--- config.mk ---
export PLATFORM = sky130hd
export DESIGN_NAME = beat_term_seq
export DESIGN_NICKNAME = d
export VERILOG_FILES = /design/src/rtl/beat_seq_pkg.sv /design/src/rtl/beat_plan.sv /design/src/rtl/beat_counter.sv /design/src/rtl/beat_term_seq.sv
export SDC_FILE = /design/constraint.sdc
export NUM_CORES = 1
export LEC_CHECK = 0
export ABC_AREA = 1
export BUFFER_PORTS_ARGS = -buffer_cell sky130_fd_sc_hd__buf_2
export CORE_UTILIZATION = 35
export DETAILED_ROUTE_END_ITERATION = 8
export SYNTH_ARGS = -nofsm -noshare
export SYNTH_HDL_FRONTEND = slang
export SYNTH_SLANG_ARGS = --single-unit
--- constraint.sdc ---
create_clock -name clk -period 2.5 [get_ports clk]
set_input_delay 0.5 -clock clk [delete_from_list [all_inputs] [get_ports clk]]
set_output_delay 0.5 -clock clk [all_outputs]
set_load 0.02 [all_outputs]
--- src/rtl/beat_seq_pkg.sv ---
package beat_seq_pkg;
  typedef enum logic [1:0] {
    PORT_FULL    = 2'd0,
    PORT_HALF    = 2'd1,
    PORT_QUARTER = 2'd2,
    PORT_EIGHTH  = 2'd3
  } port_code_e;

  typedef enum logic {
    SEQ_IDLE = 1'b0,
    SEQ_RUN  = 1'b1
  } seq_state_e;
endpackage

--- src/rtl/beat_plan.sv ---
module beat_plan #(
  parameter int DATA_BYTES = 8,
  parameter int BURST_LEN  = 4,
  parameter int SIZE_W     = 5,
  parameter int IDX_W      = 5,
  parameter int LOG_W      = 2
) (
  input  logic [SIZE_W-1:0] size_i,
  input  logic              burst_i,
  input  logic [1:0]        port_i,
  output logic [IDX_W-1:0]  phys_last_o,
  output logic [LOG_W-1:0]  log_last_o
);
  localparam int LOG_DB = $clog2(DATA_BYTES);
  localparam int BW     = IDX_W + 1;

  logic [BW-1:0] unit_bytes;
  logic [BW-1:0] per_unit;

  always_comb begin
    unit_bytes = burst_i ? BW'(DATA_BYTES) : BW'(size_i);
    per_unit   = unit_bytes >> (LOG_DB - int'(port_i));
    if (per_unit == '0)
      phys_last_o = '0;
    else
      phys_last_o = IDX_W'(per_unit - BW'(1));
    log_last_o = burst_i ? LOG_W'(BURST_LEN - 1) : '0;
  end
endmodule

--- src/rtl/beat_counter.sv ---
module beat_counter #(
  parameter int IDX_W = 5,
  parameter int LOG_W = 2
) (
  input  logic             clk,
  input  logic             rst,
  input  logic             load_i,
  input  logic             adv_i,
  input  logic [IDX_W-1:0] phys_last_i,
  input  logic [LOG_W-1:0] log_last_i,
  output logic             unit_end_o,
  output logic             xfer_end_o,
  output logic [IDX_W-1:0] idx_o
);
  logic [IDX_W-1:0] phys_cnt, phys_lim;
  logic [LOG_W-1:0] log_cnt, log_lim;

  assign unit_end_o = (phys_cnt == phys_lim);
  assign xfer_end_o = unit_end_o && (log_cnt == log_lim);

  always_ff @(posedge clk) begin
    if (rst) begin
      phys_cnt <= '0;
      phys_lim <= '0;
      log_cnt  <= '0;
      log_lim  <= '0;
      idx_o    <= '0;
    end else if (load_i) begin
      phys_cnt <= '0;
      phys_lim <= phys_last_i;
      log_cnt  <= '0;
      log_lim  <= log_last_i;
      idx_o    <= '0;
    end else if (adv_i) begin
      idx_o <= idx_o + 1'b1;
      if (unit_end_o) begin
        phys_cnt <= '0;
        log_cnt  <= log_cnt + 1'b1;
      end else begin
        phys_cnt <= phys_cnt + 1'b1;
      end
    end
  end
endmodule

--- src/rtl/beat_term_seq.sv ---
module beat_term_seq
  import beat_seq_pkg::*;
#(
  parameter int DATA_BYTES = 8,
  parameter int BURST_LEN  = 4,
  parameter int SIZE_W     = 5,
  localparam int SIZE_MAX  = (1 << SIZE_W) - 1,
  localparam int BURST_BYTES = BURST_LEN * DATA_BYTES,
  localparam int MAX_BEATS = (BURST_BYTES > SIZE_MAX) ? BURST_BYTES : SIZE_MAX,
  localparam int IDX_W     = $clog2(MAX_BEATS),
  localparam int LOG_W     = $clog2(BURST_LEN)
) (
  input  logic              clk,
  input  logic              rst,
  input  logic              start_i,
  input  logic [SIZE_W-1:0] size_i,
  input  logic              burst_i,
  input  logic [1:0]        port_i,
  input  logic              rdy_i,
  input  logic              err_i,
  output logic              beat_vld_o,
  output logic              term_ack_o,
  output logic [IDX_W-1:0]  beat_idx_o,
  output logic              done_o,
  output logic              bus_err_o
);
  seq_state_e       state_q;
  logic [IDX_W-1:0] phys_last;
  logic [LOG_W-1:0] log_last;
  logic             unit_end, xfer_end;
  logic [IDX_W-1:0] cur_idx;
  logic             accept, advance;

  assign accept  = (state_q == SEQ_IDLE) && start_i;
  assign advance = (state_q == SEQ_RUN) && rdy_i && !err_i;

  beat_plan #(
    .DATA_BYTES(DATA_BYTES), .BURST_LEN(BURST_LEN),
    .SIZE_W(SIZE_W), .IDX_W(IDX_W), .LOG_W(LOG_W)
  ) u_plan (
    .size_i(size_i), .burst_i(burst_i), .port_i(port_i),
    .phys_last_o(phys_last), .log_last_o(log_last)
  );

  beat_counter #(.IDX_W(IDX_W), .LOG_W(LOG_W)) u_cnt (
    .clk(clk), .rst(rst), .load_i(accept), .adv_i(advance),
    .phys_last_i(phys_last), .log_last_i(log_last),
    .unit_end_o(unit_end), .xfer_end_o(xfer_end), .idx_o(cur_idx)
  );

  always_ff @(posedge clk) begin
    if (rst) begin
      state_q    <= SEQ_IDLE;
      beat_vld_o <= 1'b0;
      term_ack_o <= 1'b0;
      beat_idx_o <= '0;
      done_o     <= 1'b0;
      bus_err_o  <= 1'b0;
    end else begin
      beat_vld_o <= 1'b0;
      term_ack_o <= 1'b0;
      done_o     <= 1'b0;
      bus_err_o  <= 1'b0;
      if (accept) begin
        state_q <= SEQ_RUN;
      end else if (state_q == SEQ_RUN) begin
        if (err_i) begin
          bus_err_o <= 1'b1;
          done_o    <= 1'b1;
          state_q   <= SEQ_IDLE;
        end else if (rdy_i) begin
          beat_vld_o <= 1'b1;
          term_ack_o <= unit_end;
          beat_idx_o <= cur_idx;
          if (xfer_end) begin
            done_o  <= 1'b1;
            state_q <= SEQ_IDLE;
          end
        end
      end
    end
  end
endmodule

==> impl_metrics.env <==
export IMPL_status="completed"
export IMPL_clkPwrFrac_pct=28.0
export IMPL_yosysMostFrequentCell="nand2_1"
export IMPL_cp_arrival_ns=1.68
export IMPL_setup_viol=0
export IMPL_wl_per_cell_um=9.47
export IMPL_first_pass_iters=4
export IMPL_grt_pass1_wl_um=4670
export IMPL_root_buffer="clkbuf_8"
export IMPL_worstPathRequired_ns=2.66
export IMPL_area_growth_pct=15.1
export IMPL_dieWidth_um=64.5
export IMPL_grt_overflow_total=0
export IMPL_hpwl_um=1960
export IMPL_tightest_slew_ns=0.380
export IMPL_synthArstFlopShare_pct=0
export IMPL_netlist_instances=199
export IMPL_final_setup_worst_slack_ns=0.978
export IMPL_synth_nets=214
export IMPL_power_switching_uw=220
export IMPL_grt_max_degree=16
export IMPL_fillers=404
export IMPL_post_route_util_pct=42.3
export IMPL_dieArea_mm2=0.00416
export IMPL_core_area_mm2=0.00372
export IMPL_crit_path_end_kind="register"
export IMPL_critPathLaunchType="input port"
export IMPL_synth_top_cell_area_share_pct=41.0
export IMPL_gp_congestion=0.784
export IMPL_ys_flop_type="dfxtp_1"
export IMPL_postPlaceCellArea_mm2=0.00153
export IMPL_clk_latency_ns=0.27
export IMPL_start_util_pct=36.8
export IMPL_post_place_ws_ns=0.698
export IMPL_tns_ns=0
export IMPL_finalCritPeriodShare_pct=60.9
export IMPL_slew_violations=0
export IMPL_antenna_found_initial=0
export IMPL_vias=1217
export IMPL_syn_avg_cell_area_um2=6.87
export IMPL_synth_warnings=0
export IMPL_min_path_type="register to register"
export IMPL_netSwitchingFraction_pct=26.4
export IMPL_grt_pass1_vias=1106
export IMPL_layout_min_cycle_time_ns=1.52
export IMPL_design_area_mm2=0.00157
export IMPL_cap_violations=0
export IMPL_row_count=22
export IMPL_synth_area_leaders="dfxtp_1 (41%), nand2_1 (15%), nor2_1 (7.7%)"
export IMPL_pwr_share_comb_pct=15.9
export IMPL_cts_made_buffers=3
export IMPL_max_slew_margin_rel_pct=74.6
export IMPL_path_max_fanout=15
export IMPL_netlist_area_mm2=0.00137
export IMPL_synth_area_leader_cell="dfxtp_1"
export IMPL_clock_path_buffers=2
export IMPL_die_h_um=64.5
export IMPL_clk_pin_slew_ns=0.09
export IMPL_post_cts_resized=0
export IMPL_drc=0
export IMPL_regArea_um2=561
export IMPL_netlist_top_cells_count="nand2_1 (56), dfxtp_1 (28), nor2_1 (28), nand3_1 (18), inv_1 (17)"
export IMPL_p_per_area_mw_per_mm2=531
export IMPL_rsz0062_at_grt="no"
export IMPL_wl_um=2560
export IMPL_nets=239
export IMPL_ant_nets=0
export IMPL_power_report_internal_total_uw=615
export IMPL_io_pins=22
export IMPL_skew_ns=0.00233
export IMPL_hold_buffers=0
export IMPL_multiInputGateArea_um2=716
export IMPL_vias_per_cell=4.51
export IMPL_ys_seq_elements=28
export IMPL_cts_tree="done"
export IMPL_grt_use_total_pct=14.4
export IMPL_worst_hold_slack_ns=0.466
export IMPL_leakagePower_nw=0.786
export IMPL_drive_above_1_share_pct=17.1
export IMPL_synth_edff_count=0
export IMPL_diodes=0
export IMPL_ir_drop_mv=0.359
export IMPL_port_buffers=21
export IMPL_hold_viol=0
export IMPL_clock_sinks=28
export IMPL_p_seq_share_pct=56.1
export IMPL_synth_cell_types=18
export IMPL_drt_iter0_drc=47
export IMPL_fmax_ghz=0.657
export IMPL_cts_max_level=1
export IMPL_cts_setup_buffers=0
export IMPL_ys_seq_area_share_pct=41.0
export IMPL_path_class="input port to register"
-- metal layers --
| metal | share of wire, % | vias up | global-route usage [%] |
|---|---|---|---|
| li1 | - | 672 | - |
| met1 | 55 | 526 | 20.8 |
| met2 | 41 | 17 | 21.3 |
| met3 | 3.4 | 2 | 3.70 |
| met4 | 0.82 | 0 | 3.33 |
| met5 | 0 | - | 0 |
-- metrics by stage --
step,cells,total power [mW]
6_report,270,0.835
5_1_grt,270,0.890
4_1_cts,270,0.851
3_5_place_dp,267,0.613
3_3_place_gp,267,0.611
2_1_floorplan,199,0.573
-- cell families after synthesis --
group / synth area share [%]
xor+xnor: 6.41
flops: 41.0
compound gates: 7.33
simple gates: 36.8
fa+ha+maj: 1.83
buf+inv: 6.59
-- final timing paths --
kind                          start                end  slack [ns]  cells after the start
setup / recovery              err_i  u_cnt.phys_cnt[1]        0.98                      8
hold / removal    u_cnt.phys_lim[3]  u_cnt.phys_lim[3]        0.47                      2
setup reg to reg  u_cnt.phys_cnt[2]  u_cnt.phys_cnt[1]        1.04                      7
hold reg to reg   u_cnt.phys_lim[3]  u_cnt.phys_lim[3]        0.47                      2
-- sequential cells by signal (all words and copies together) (netlist names) --
signal and count:
beat_idx_o 5, beat_vld_o 1, bus_err_o 1, done_o 1
state_q 1, term_ack_o 1, u_cnt.idx_o 5, u_cnt.log_cnt 2
u_cnt.log_lim 1, u_cnt.phys_cnt 5, u_cnt.phys_lim 5
-- cell type report --
class,count,share of cell area (%)
multi-input cells,148,45.5
flip-flops and latches,28,35.6
repair buffers,23,7.64
inverters,20,4.77
well taps,48,3.82
clock buffers,3,2.63
-- critical path, stage by stage --
cell and delay, ns:
buf_2 0.09, inv_1 0.10, nand3_1 0.08, buf_4 0.17
inv_1 0.30, nand2_1 0.18, nand2_1 0.20, nor3_1 0.06
-- power groups by stage --
stage               clock, mW  combinational (mW)  sequential, mW
finish                  0.234               0.133           0.469
global route            0.263               0.156           0.471
CTS                     0.248               0.133           0.469
detailed placement          0               0.133           0.480
global placement            0               0.132           0.480
floorplan                   0              0.0879           0.485
-- layout by cell type (no fill, tap or decap), types with 3 or more instances in the layout --
cell type	n
nand2_1	56
nor2_1	28
dfxtp_1	28
buf_2	21
nand3_1	18
inv_1	17
o21ai_0	11
xor2_1	9
a21oi_1	9
nand2_2	5
inv_2	3
nand4_1	3
clkbuf_8	3
Power figures use the tool's default switching activity.
